==> src/rtl/fan_tach_pkg.sv <==
package fan_tach_pkg;
  // Strobes from the edge controller to the counting datapath
  typedef struct packed {
    logic restart;  // PWM inactive: clear counter, drop measurement
    logic start;    // first rising edge: begin a period
    logic capture;  // later rising edge: store period, begin next
  } tachStrobe_t;
endpackage

==> src/rtl/tach_edge_ctrl.sv <==
module tach_edge_ctrl
  import fan_tach_pkg::*;
#(
  parameter int SyncStages = 2
) (
  input  logic        clk,
  input  logic        rstN,
  input  logic        tachIn,
  input  logic        pwmActive,
  output tachStrobe_t strobe
);
  localparam int TopBit = SyncStages - 1;

  logic [TopBit:0] syncQ;
  logic            tachPrev;
  logic            armed;
  logic            rise;

  always_ff @(posedge clk or negedge rstN) begin
    if (!rstN) begin
      syncQ    <= '0;
      tachPrev <= 1'b0;
    end else begin
      syncQ    <= {syncQ[TopBit-1:0], tachIn};
      tachPrev <= syncQ[TopBit];
    end
  end

  assign rise = syncQ[TopBit] & ~tachPrev;

  always_ff @(posedge clk or negedge rstN) begin
    if (!rstN)          armed <= 1'b0;
    else if (!pwmActive) armed <= 1'b0;
    else if (rise)       armed <= 1'b1;
  end

  always_comb begin
    strobe.restart = ~pwmActive;
    strobe.start   = pwmActive & rise & ~armed;
    strobe.capture = pwmActive & rise & armed;
  end

  AST_RISE_SINGLE: assert property (@(posedge clk) disable iff (!rstN)
    rise |=> !rise);
  AST_START_THEN_ARMED: assert property (@(posedge clk) disable iff (!rstN)
    (strobe.start && pwmActive) |=> (!strobe.start));
endmodule

==> src/rtl/tach_period_dp.sv <==
module tach_period_dp
  import fan_tach_pkg::*;
#(
  parameter int CntW = 16
) (
  input  logic            clk,
  input  logic            rstN,
  input  tachStrobe_t     strobe,
  input  logic            pwmActive,
  input  logic [CntW-1:0] limitVal,
  input  logic            rdLoStb,
  input  logic            rdHiStb,
  input  logic            rdStatusStb,
  output logic [7:0]      loByte,
  output logic [CntW-9:0] hiByte,
  output logic            slowFlag
);
  localparam logic [CntW-1:0] CntMax = '1;
  localparam logic [CntW-1:0] CntOne = CntW'(1);

  logic [CntW-1:0] cnt;
  logic [CntW-1:0] result;
  logic [CntW-1:0] snap;
  logic [CntW-1:0] view;
  logic            frozen;
  logic            overLimit;

  // Period counter, saturating at all ones
  always_ff @(posedge clk or negedge rstN) begin
    if (!rstN)                                cnt <= '0;
    else if (strobe.restart)                  cnt <= '0;
    else if (strobe.start || strobe.capture)  cnt <= CntOne;
    else if (cnt != CntMax)                   cnt <= cnt + CntOne;
  end

  // Reading register: period on capture, all ones on saturation
  always_ff @(posedge clk or negedge rstN) begin
    if (!rstN)                                   result <= '0;
    else if (strobe.capture)                     result <= cnt;
    else if (!strobe.restart && cnt == CntMax)   result <= CntMax;
  end

  // Two-byte coherent read latch
  always_ff @(posedge clk or negedge rstN) begin
    if (!rstN) begin
      frozen <= 1'b0;
      snap   <= '0;
    end else if (rdLoStb) begin
      frozen <= 1'b1;
      snap   <= result;
    end else if (rdHiStb) begin
      frozen <= 1'b0;
    end
  end

  assign view   = frozen ? snap : result;
  assign loByte = view[7:0];
  assign hiByte = view[CntW-1:8];

  // Sticky slow-fan flag
  assign overLimit = pwmActive && (result > limitVal);

  always_ff @(posedge clk or negedge rstN) begin
    if (!rstN)            slowFlag <= 1'b0;
    else if (overLimit)   slowFlag <= 1'b1;
    else if (rdStatusStb) slowFlag <= 1'b0;
  end

  AST_SAT_LOADS_RESULT: assert property (@(posedge clk) disable iff (!rstN)
    (cnt == CntMax && !strobe.restart) |=> (result == CntMax));
  AST_NO_FLAG_PWM_OFF: assert property (@(posedge clk) disable iff (!rstN)
    (!pwmActive && !slowFlag) |=> !slowFlag);
  AST_FLAG_STICKY: assert property (@(posedge clk) disable iff (!rstN)
    (slowFlag && !rdStatusStb) |=> slowFlag);
  AST_FREEZE_HOLD: assert property (@(posedge clk) disable iff (!rstN)
    (frozen && !rdHiStb && !rdLoStb) |=> $stable(hiByte));
  AST_IDLE_NO_COUNT: assert property (@(posedge clk) disable iff (!rstN)
    strobe.restart |=> (cnt == '0));
endmodule

==> src/rtl/fan_period_meter.sv <==
module fan_period_meter
  import fan_tach_pkg::*;
#(
  parameter int CntW       = 16,
  parameter int SyncStages = 2
) (
  input  logic            clk,
  input  logic            rstN,
  input  logic            tachIn,
  input  logic            pwmActive,
  input  logic [CntW-1:0] limitVal,
  input  logic            rdLoStb,
  input  logic            rdHiStb,
  input  logic            rdStatusStb,
  output logic [7:0]      loByte,
  output logic [CntW-9:0] hiByte,
  output logic            slowFlag
);
  tachStrobe_t strobe;

  tach_edge_ctrl #(.SyncStages(SyncStages)) u_ctrl (
    .clk       (clk),
    .rstN      (rstN),
    .tachIn    (tachIn),
    .pwmActive (pwmActive),
    .strobe    (strobe)
  );

  tach_period_dp #(.CntW(CntW)) u_dp (
    .clk         (clk),
    .rstN        (rstN),
    .strobe      (strobe),
    .pwmActive   (pwmActive),
    .limitVal    (limitVal),
    .rdLoStb     (rdLoStb),
    .rdHiStb     (rdHiStb),
    .rdStatusStb (rdStatusStb),
    .loByte      (loByte),
    .hiByte      (hiByte),
    .slowFlag    (slowFlag)
  );
endmodule

==> config.mk <==
export PLATFORM = sky130hd
export DESIGN_NAME = fan_period_meter
export DESIGN_NICKNAME = d
export VERILOG_FILES = /design/src/rtl/fan_tach_pkg.sv /design/src/rtl/tach_edge_ctrl.sv /design/src/rtl/tach_period_dp.sv /design/src/rtl/fan_period_meter.sv
export SDC_FILE = /design/constraint.sdc
export NUM_CORES = 1
export LEC_CHECK = 0
export ABC_AREA = 1
export BUFFER_PORTS_ARGS = -buffer_cell sky130_fd_sc_hd__clkbuf_2
export CORE_MARGIN = 2
export CORE_UTILIZATION = 62
export DETAILED_ROUTE_END_ITERATION = 16
export PLACE_DENSITY = 0.85
export SYNTH_ARGS = -nofsm -noshare
export SYNTH_HDL_FRONTEND = slang
export SYNTH_SLANG_ARGS = --single-unit
==> constraint.sdc <==
create_clock -name clk -period 3.55 [get_ports clk]
set_input_delay 1.065 -clock clk [delete_from_list [all_inputs] [get_ports clk]]
set_output_delay 1.065 -clock clk [all_outputs]
set_load 0.005 [all_outputs]
==> results.ini, run 1 <==
[synth]
async_reset_ff_share_pct = 100.0
synth_edf_count = 0
syn_area_um2 = 2974
syn_nets = 421
yosysUniqueCellTypes = 24
post-synth-top-count-cell = nand2_1
synth_commonest_cells = 80 x nand2_1, 54 x dfrtp_1, 52 x inv_1
synth_top_area_cell = dfrtp_1
synth-seq-cells = 54
synth-seq-area-share_pct = 45.44
synthDominantCellAreaShare_pct = 45.44
yosys-top-cells-area = dfrtp_1 45%, nand2_1 10%, o21ai_0 7.7%
yosys_warnings = 0
ys_dominant_reg_cell = dfrtp_1
syn_avg_cell_area_um2 = 7.806
syn-instance-count = 381

[critical_path]
critical_path_required_ns = 2.48
critPathMaxFanout = 31
reg2regPathDepth = 9
worstSetupPathType = flip-flop to output port
critPathCaptureType = output port
startpoint_type = flip-flop
arrival_ns = 1.65

[clock_tree]
clock_latency_ns = 0.30
cts_root_buf = clkbuf_8
clk_pin_slew_ns = 0.09
clkSinkCount = 54
holdBufCountCts = 0
cts_resized = 0
cts_tree = yes
cts_setup_buffers = 0
h-tree-depth = 2
numCtsBuffers = 5
clock_path_buffers = 2

[route]
drtIter0Drc = 120
dr_wl_met3_um = 289
dr.pass1.iters = 5
ant_nets = 0
vias = 2584
avgRoutedWirePerCell_um = 12.96
dr_wl_met2_mm = 2.937
drt-met1-wl_mm = 2.836
routed_wl_mm = 6.169
topRoutingLayerUsed = met4
vias_per_cell = 5.429
drcViolationCount = 0

[sta]
slew_headroom_pct = 51.09
skew_ns = 0.009753
rsz0062_at_grt = false
tightest_slew_ns = 0.7328
fmax_ghz = 0.3687
setup_viol = 0
drv_slew = 0
fin_worst_hold_slack_ns = 0.3650
period_minus_slack_ns = 2.712
final_hold_viol_count = 0
tns_ns = 0
period_share_pct = 76.40

[place]
dp_hpwl_mm = 4.850
gp_congestion = 0.9370
place_inst = 468
port_buffers = 39

[finish]
num-nets-final = 461
instances_no_fill = 476
area_growth_syn_to_layout_pct = 11.36
diodes = 0
layout-drive-gt1-share_pct = 17.06

[power_and_ir_drop]
powerDensity_nw_per_um2 = 466.4
leakagePower_nw = 1.679
vdd_drop_max_mv = 0.3472

[grt]
gr-usage-all-layers_pct = 24.84
overflow = 0
grt_pass1_wl_mm = 10.34
antenna_found_initial = 0
grt_max_degree = 34
grt_pass1_vias = 2386

[min_path]
holdPathStages = 0
min_path_type = flip-flop to flip-flop

[die]
die_h_um = 73.26
fp.dieW_um = 73.26
core_um2 = 4661
row_count = 25
initial_core_util_pct = 63.81
io_pins = 40
die_area_um2 = 5367

[status]
status = completed

[run]
maxCapViolCount = 0

-- stage by stage --
step           total power, mW  util [%]  setup WS, ns  instance area, µm²
3_3_place_gp             1.161     68.81         1.222                3207
2_1_floorplan            1.044         -         1.481                2974
3_5_place_dp             1.188     68.81         1.167                3207
6_report                 1.545     71.06        0.8377                3312
4_1_cts                  1.560     71.06        0.8271                3312
5_1_grt                  1.663     71.06        0.6682                3312
-- critical path: stages, from the launching register on --
cell,delay [ns]
dfrtp_1,0.40
inv_1,0.55
nand2_1,0.12
o21ai_0,0.13
clkbuf_2,0.15
-- cells in the final DEF, fill, tap and decap left out --
master	n
nand2_1	80
dfrtp_1	54
inv_1	52
o21ai_0	46
nor2_1	42
clkbuf_2	39
nand3_1	26
ha_1	17
a21oi_1	13
nor2_2	9
nand4_1	8
clkbuf_8	7
nor3_1	6
a21oi_2	5
nand2_2	3
a31oi_1	3
buf_4	3
inv_2	2
nor2_4	1
nand3_2	1
and2_1	1
o21bai_1	1
nand2_4	1
a21o_1	1
clkinv_4	1
-- report_power, final --
group          switching, mW  leakage [nW]  internal, mW
Combinational          0.212         0.942         0.166
Sequential            0.0820         0.683         0.717
Clock                  0.190        0.0544         0.179
Total                  0.483          1.68          1.06
-- logic make-up (layout without fill, tap and decap cells) --
kind of cell    Yosys count  count (layout)  synth area share [%]
simple gates            178             178                 26.29
compound gates           69              69                 12.54
buf+inv                  63             104                 8.582
flops                    54              54                 45.44
fa+ha+maj                17              17                 7.152
-- final cells by class --
cell class	count	area (µm²)
Multi-Input combinational cell	264	1368
Clock buffer	7	96.34
Tap cell	54	67.56
Sequential cell	54	1351
Inverter	54	202.7
Clock inverter	1	8.758
Fill cell	401	1349
Timing Repair Buffer	42	217.7
-- final timing paths --
check	start	slack, ns	endpoint
min in group asynchronous	rstN	0.78	u_dp.snap[6]
setup reg to reg	u_dp.cnt[0]	1.61	u_dp.result[0]
max in group asynchronous	rstN	2.10	u_dp.cnt[14]
hold / removal	u_ctrl.syncQ[0]	0.36	u_ctrl.syncQ[1]
setup / recovery	u_dp.frozen	0.84	hiByte[3]
hold reg to reg	u_ctrl.syncQ[0]	0.36	u_ctrl.syncQ[1]
-- registers in the layout, indices dropped and copies added (netlist names) --
| register | flops |
|---|---|
| u_dp.cnt | 16 |
| u_dp.result | 16 |
| u_dp.snap | 16 |
| u_ctrl.syncQ | 2 |
| u_ctrl.armed | 1 |
| u_ctrl.tachPrev | 1 |
| u_dp.frozen | 1 |
| u_dp.slowFlag | 1 |
-- metal layers --
metal  vias up  track usage (%)
li1       1311                -
met1      1193            32.32
met2        68            42.14
met3        12            4.390
met4         0            7.819
met5         -                0
No activity file was read; power rests on OpenSTA's default activity.
==> run 2: changes to the inputs <==
- ABC_AREA: 1 -> 0
- CORE_UTILIZATION: 62 -> 57
- PLACE_DENSITY: 0.85 -> 0.79
- clock period: 3.55 -> 2.5 ns (I/O delays scaled with it)
==> run 2 against run 1 <==
Synthesized cell count decreased by 32%. Wire length is 4.6% lower. Clock skew fell by 0.00066 ns. Hold slack got worse by 0.0034 ns. Register-to-register slack got worse by 0.99 ns. Clock power rose by 35%.
==> results.ini, run 2 <==
[sta]
tightest_slew_ns = 0.8132  ; +0.08037 ns
setup_viol = 0  ; unchanged
final_hold_viol_count = 0  ; unchanged
slew_headroom_pct = 45.79  ; -5.3 points
tns_ns = 0  ; unchanged
fmax_ghz = 0.4672
drv_slew = 0  ; unchanged
period_share_pct = 85.62
fin_ws_ns = 0.3595  ; -0.4782 ns
skew_ns = 0.009096  ; -0.0006566 ns
rsz0062_at_grt = false
period_minus_slack_ns = 2.141

[critical_path]
critical-path-max-stage-delay_ns = 0.37  ; -0.18 ns
startpoint_type = flip-flop
critPathMaxFanout = 18  ; -42%
worstSetupPathType = flip-flop to output port
arrival_ns = 1.39  ; -0.26 ns
critPathCaptureType = output port
reg2regPathDepth = 4  ; -5
path_depth = 3  ; -1
path_cells = buf_4 > mux2_2 > clkbuf_2
path_buf_inv = 2  ; unchanged
slowest_stage = mux2_2
critical_path_required_ns = 1.75  ; -0.73 ns
critical-path-top-delay-family = multiplexers

[route]
drcViolationCount = 0  ; unchanged
routed_wl_mm = 5.884  ; -4.6%
avgRoutedWirePerCell_um = 15.69  ; +21%
dr.pass1.iters = 4  ; -1
vias = 2184  ; -15%
vias_per_cell = 5.824  ; +7.3%
drtIter0Drc = 99  ; -18%
ant_nets = 0  ; unchanged

[clock_tree]
holdBufCountCts = 0  ; unchanged
numCtsBuffers = 5  ; unchanged
cts_root_buf = clkbuf_8
clock_latency_ns = 0.30  ; about the same
clk_pin_slew_ns = 0.10  ; about the same
clock_path_buffers = 2  ; unchanged
cts_resized = 0  ; unchanged
h-tree-depth = 2  ; unchanged
clkSinkCount = 54  ; unchanged
cts_setup_buffers = 0  ; unchanged
cts_tree = yes

[power_and_ir_drop]
powerDensity_nw_per_um2 = 678.8  ; +46%
leakagePower_nw = 1.512  ; -10%
vdd_drop_max_mv = 0.3757  ; +8.2%

[synth]
synth_top_family_by_area = compound AO/OA/AOI/OAI gates
synth-adder-area-share_pct = 7.274  ; +0.12 points
synth_commonest_cells = 54 x dfrtp_1, 31 x mux2_2, 22 x inv_1
ys_dominant_reg_cell = dfrtp_1
syn_area_um2 = 2924  ; -1.7%
synthDominantCellAreaShare_pct = 46.21  ; +0.78 points
synth_compound_area_share_pct = 15.75  ; +3.2 points
yosys.area_share.simple_pct = 14.08  ; -12 points
syn_nets = 299  ; -29%
synth_edf_count = 0  ; unchanged
yosysUniqueCellTypes = 41  ; +71%
yosys-top-cells-area = dfrtp_1 46%, mux2_2 12%, ha_1 7.3%
syn_avg_cell_area_um2 = 11.29  ; +45%
async_reset_ff_share_pct = 100.0  ; unchanged
post-synth-top-count-cell = dfrtp_1
synth-seq-area-share_pct = 46.21  ; +0.78 points
syn-instance-count = 259  ; -32%
yosys_warnings = 0  ; unchanged
synth_xor_area_share_pct = 0  ; unchanged
synth_top_area_cell = dfrtp_1
synth-seq-cells = 54  ; unchanged
synthMuxAreaShare_pct = 11.94  ; +12 points

[grt]
grt_max_degree = 34  ; unchanged
gr-usage-all-layers_pct = 22.48  ; -2.4 points
grt_pass1_vias = 2077  ; -13%
grt_pass1_wl_mm = 9.653  ; -6.6%
overflow = 0  ; unchanged
antenna_found_initial = 0  ; unchanged

[finish]
layout-drive-gt1-share_pct = 37.05  ; +20 points
area_growth_syn_to_layout_pct = 13.05
layout_commonest_cell = dfrtp_1
final_cell_mix = 54 x dfrtp_1, 39 x clkbuf_2, 31 x mux2_2, 22 x inv_1, 17 x ha_1
diodes = 0  ; unchanged
top_regs = u_dp.cnt: 16 flops, u_dp.result: 16 flops, u_dp.snap: 16 flops
num-nets-final = 344  ; -25%

[run]
maxCapViolCount = 0  ; unchanged

[min_path]
holdPathStages = 0  ; unchanged
min_path_type = flip-flop to flip-flop

[place]
pre_cts_ws_ns = 0.3182  ; -0.8488 ns
port_buffers = 39  ; unchanged
dp_hpwl_mm = 4.460  ; -8.0%
gp_congestion = 0.8226  ; -12%

[die]
row_count = 26  ; +4.0%
die_area_um2 = 5719  ; +6.6%
initial_core_util_pct = 57.99  ; -5.8 points
io_pins = 40  ; unchanged
fp.dieW_um = 75.63  ; +3.2%
core_um2 = 5042  ; +8.2%
die_h_um = 75.63  ; +3.2%

[status]
status = completed

==> run 2: cell types whose count changed in the layout (fill, tap and decap cells not counted), moves of 4 or more <==
cell	change
a211oi_1	+4
a21oi_2	-5
buf_4	+5
inv_1	-30
mux2_2	+31
nand2_1	-67
nand3_1	-21
nor2_1	-36
nor2_2	-9
o21ai_0	-37
o22a_2	+16
==> run 2: power by group <==
group	total [mW]	switching [mW]	internal (mW)
Combinational	0.578	0.243	0.336
Clock	0.498	0.275	0.223
Sequential	1.17	0.133	1.03
==> run 2: final timing paths <==
kind,slack (ns),endpoint,from
setup / recovery,0.36,hiByte[0],u_dp.frozen
hold reg to reg,0.36,u_ctrl.syncQ[1],u_ctrl.syncQ[0]
setup reg to reg,0.62,u_dp.cnt[9],u_dp.cnt[13]
min in group asynchronous,0.52,u_dp.snap[13],rstN
hold / removal,0.36,u_ctrl.syncQ[1],u_ctrl.syncQ[0]
max in group asynchronous,1.33,u_dp.result[6],rstN
==> run 2: cell type report <==
type	instances	area [µm²]
inverter	22	82.58
timing repair buffer	47	255.2
fill	404	1737
clock buffer	6	82.58
tap	70	87.58
multi-input combinational	174	1434
sequential	54	1351
clock inverter	2	12.51
==> run 2: cells by family (layout without fill, tap and decap cells) <==
logic type	after synthesis	in the layout
simple gates	65	65
compound gates	61	61
flops	54	54
mux	31	31
buf+inv	31	77
fa+ha+maj	17	17
==> run 2: through the flow <==
step / hold slack, ns / cells / util (%) / power, mW / instance area [µm²]
4_1_cts: 0.3640 / 375 / 65.56 / 2.263 / 3306
3_5_place_dp: 0.3379 / 367 / 63.67 / 1.769 / 3211
6_report: 0.3616 / 375 / 65.56 / 2.244 / 3306
3_3_place_gp: 0.3393 / 367 / 63.67 / 1.736 / 3211
5_1_grt: 0.3766 / 375 / 65.56 / 2.399 / 3306
2_1_floorplan: 0.3312 / 259 / - / 1.528 / 2924
==> run 2: routing by layer <==
layer	part of all wire, %	GRT usage [%]	vias up
met5	0	0	-
met4	1.0	5.653	0
met3	3.7	4.894	7
met2	49	37.87	57
met1	47	29.82	1054
li1	-	-	1066
==> run 3: changes to the inputs <==
- CORE_UTILIZATION: 57 -> 45
- PLACE_DENSITY: 0.79 -> unset
- clock period: 2.5 -> 2.4 ns (I/O delays scaled with it)
==> run 3 against run 2 <==
Non-clock buffer count shrank 1. Cell count grew 1.6%. Die area grew 25%. Global-route usage shrank 4.2 points. Critical path type unchanged. Largest power group unchanged.
==> results.ini, run 3 (synthesis gave the netlist of run 2 again) <==
[critical_path]
worstSetupPathType = flip-flop to output port
critPathCaptureType = output port
critical-path-max-stage-delay_ns = 0.37  ; about the same
critical_path_required_ns = 1.68  ; -0.07 ns
path_buf_inv = 2  ; unchanged
critPathMaxFanout = 18  ; unchanged
slowest_stage = mux2_2
r2r-end = u_dp.cnt[11]
reg2regPathDepth = 4  ; unchanged
critical-path-top-delay-family = buffers and inverters
path_cells = buf_4 > mux2_2 > clkbuf_2
reg2reg_from = u_dp.cnt[13]
arrival_ns = 1.38  ; about the same
startpoint_type = flip-flop
r2r_setup_slack_ns = 0.54  ; -0.08 ns

[min_path]
whs_endpoint = u_ctrl.syncQ[1]
worstHoldStart = u_ctrl.syncQ[0]
holdPathStages = 0  ; unchanged
min_path_type = flip-flop to flip-flop

[run]
maxCapViolCount = 0  ; unchanged

[power_and_ir_drop]
powerDensity_nw_per_um2 = 724.6  ; +6.7%
vdd_drop_max_mv = 0.3531  ; -6.0%
leakagePower_nw = 1.520  ; +0.56%
clockPowerShare_pct = 25.3  ; +3.1 points
power.share.sequential_pct = 50.1  ; -2.0 points
switchingPower_mw = 0.6875  ; +5.7%
p_comb_share_pct = 24.7  ; -1.1 points
p_sw_share_pct = 28.35  ; -0.64 points
p_int_mw = 1.738  ; +9.1%

[finish]
area_growth_syn_to_layout_pct = 14.46
layout-drive-gt1-share_pct = 36.51  ; -0.54 points
diodes = 0  ; unchanged
fill_cells = 594  ; +47%
top_regs = u_dp.cnt: 16 flops, u_dp.result: 16 flops, u_dp.snap: 16 flops
multi_input_area_um2 = 1434  ; unchanged
layout_commonest_cell = dfrtp_1
seqCellArea_um2 = 1351  ; unchanged
num-nets-final = 343  ; -0.29%
final_cell_mix = 54 x dfrtp_1, 39 x clkbuf_2, 31 x mux2_2, 22 x inv_1, 17 x ha_1
fin_util_pct = 53.01  ; -13 points

[sta]
slew_headroom_pct = 60.81  ; +15 points
rsz0062_at_grt = false
tightest_slew_ns = 0.5834  ; -0.2297 ns
tns_ns = 0  ; unchanged
period_minus_slack_ns = 2.099
setup_viol = 0  ; unchanged
final_hold_viol_count = 0  ; unchanged
skew_ns = 0.01030  ; +0.001200 ns
drv_slew = 0  ; unchanged
fmax_ghz = 0.4763
period_share_pct = 87.48

[clock_tree]
clock_latency_ns = 0.31  ; about the same
cts_resized = 0  ; unchanged
cts_setup_buffers = 0  ; unchanged
clk_pin_slew_ns = 0.10  ; about the same
clock_path_buffers = 2  ; unchanged
holdBufCountCts = 0  ; unchanged
cts_tree = yes
numCtsBuffers = 5  ; unchanged
h-tree-depth = 2  ; unchanged
clkSinkCount = 54  ; unchanged
cts_root_buf = clkbuf_8

[die]
fp.dieW_um = 84.61  ; +12%
initial_core_util_pct = 46.31  ; -12 points
die_area_um2 = 7159  ; +25%
die_h_um = 84.61  ; +12%
io_pins = 40  ; unchanged
core_um2 = 6314  ; +25%
row_count = 29  ; +12%

[grt]
grt_max_degree = 55  ; +62%
antenna_found_initial = 0  ; unchanged
grt_pass1_vias = 2148  ; +3.4%
grt_pass1_wl_mm = 10.48  ; +8.6%
overflow = 0  ; unchanged
gr-usage-all-layers_pct = 18.30  ; -4.2 points

[route]
vias = 2174  ; -0.46%
routed_wl_mm = 6.148  ; +4.5%
dr.pass1.iters = 4  ; unchanged
vias_per_cell = 5.706  ; -2.0%
ant_nets = 0  ; unchanged
drcViolationCount = 0  ; unchanged
drtIter0Drc = 129  ; +30%
avgRoutedWirePerCell_um = 16.14  ; +2.8%

[status]
status = completed

[place]
port_buffers = 39  ; unchanged
dp_hpwl_mm = 4.506  ; +1.0%
gp_congestion = 0.8636  ; +5.0%

run 3: cell types whose count changed in the layout (fill, tap and decap cells not counted):
| cell | delta |
|---|---|
| clkinv_2 | -1 |
| bufinv_16 | +1 |
| buf_4 | -3 |
| clkbuf_1 | +1 |
| buf_12 | +2 |
| clkbuf_8 | -1 |
run 3: power by group through the flow:
stage	Sequential [mW]	Combinational, mW	Clock [mW]
4_1_cts	1.22	0.611	0.626
2_1_floorplan	1.18	0.412	0
3_5_place_dp	1.24	0.609	0
6_report	1.21	0.598	0.612
3_3_place_gp	1.23	0.592	0
5_1_grt	1.25	0.675	0.666
run 3: worst max-delay path by stage:
stage | startpoint | end | slack (ns) | cells past startpoint
final | u_dp.frozen | hiByte[0] | 0.30 | 3
after global routing | u_dp.frozen | loByte[7] | 0.23 | 3
after CTS | u_dp.frozen | hiByte[0] | 0.28 | 3
after detailed placement | limitVal[15] | u_dp.slowFlag | 0.29 | 7
after global placement | limitVal[15] | u_dp.slowFlag | 0.33 | 7
after floorplan | u_dp.frozen | hiByte[0] | 0.37 | 3
run 3: per-layer routing:
metal	vias to the layer above	track usage [%]	share of wire, %
met4	0	4.618	1.1
met3	6	3.638	3.8
li1	1061	-	-
met5	-	0	0
met1	1063	25.93	49
met2	44	28.99	46
run 3: metrics by stage:
stage	cells	area [µm²]	hold WS, ns	total power, mW	setup WS (ns)
detailed placement	373	3237	0.3347	1.846	0.2927
finish	381	3347	0.3537	2.425	0.3006
CTS	381	3347	0.3559	2.454	0.2797
floorplan	259	2924	0.3312	1.592	0.3656
global route	381	3347	0.3673	2.588	0.2289
global placement	373	3237	0.3331	1.818	0.3348
run 3: worst reg2reg max path, cell delays in order (launching register included):
cell and delay (ns):
dfrtp_1 0.48, nand4_1 0.35, nor3_1 0.61, o311ai_0 0.21, o41ai_1 0.11
run 3: area by class of cell:
type / count / share of cell area [%]
Clock inverter: 2 / 1.121
Clock buffer: 6 / 2.168
Tap cell: 77 / 2.879
Inverter: 22 / 2.467
Sequential cell: 54 / 40.37
Multi-Input combinational cell: 174 / 42.84
Timing Repair Buffer: 46 / 8.150
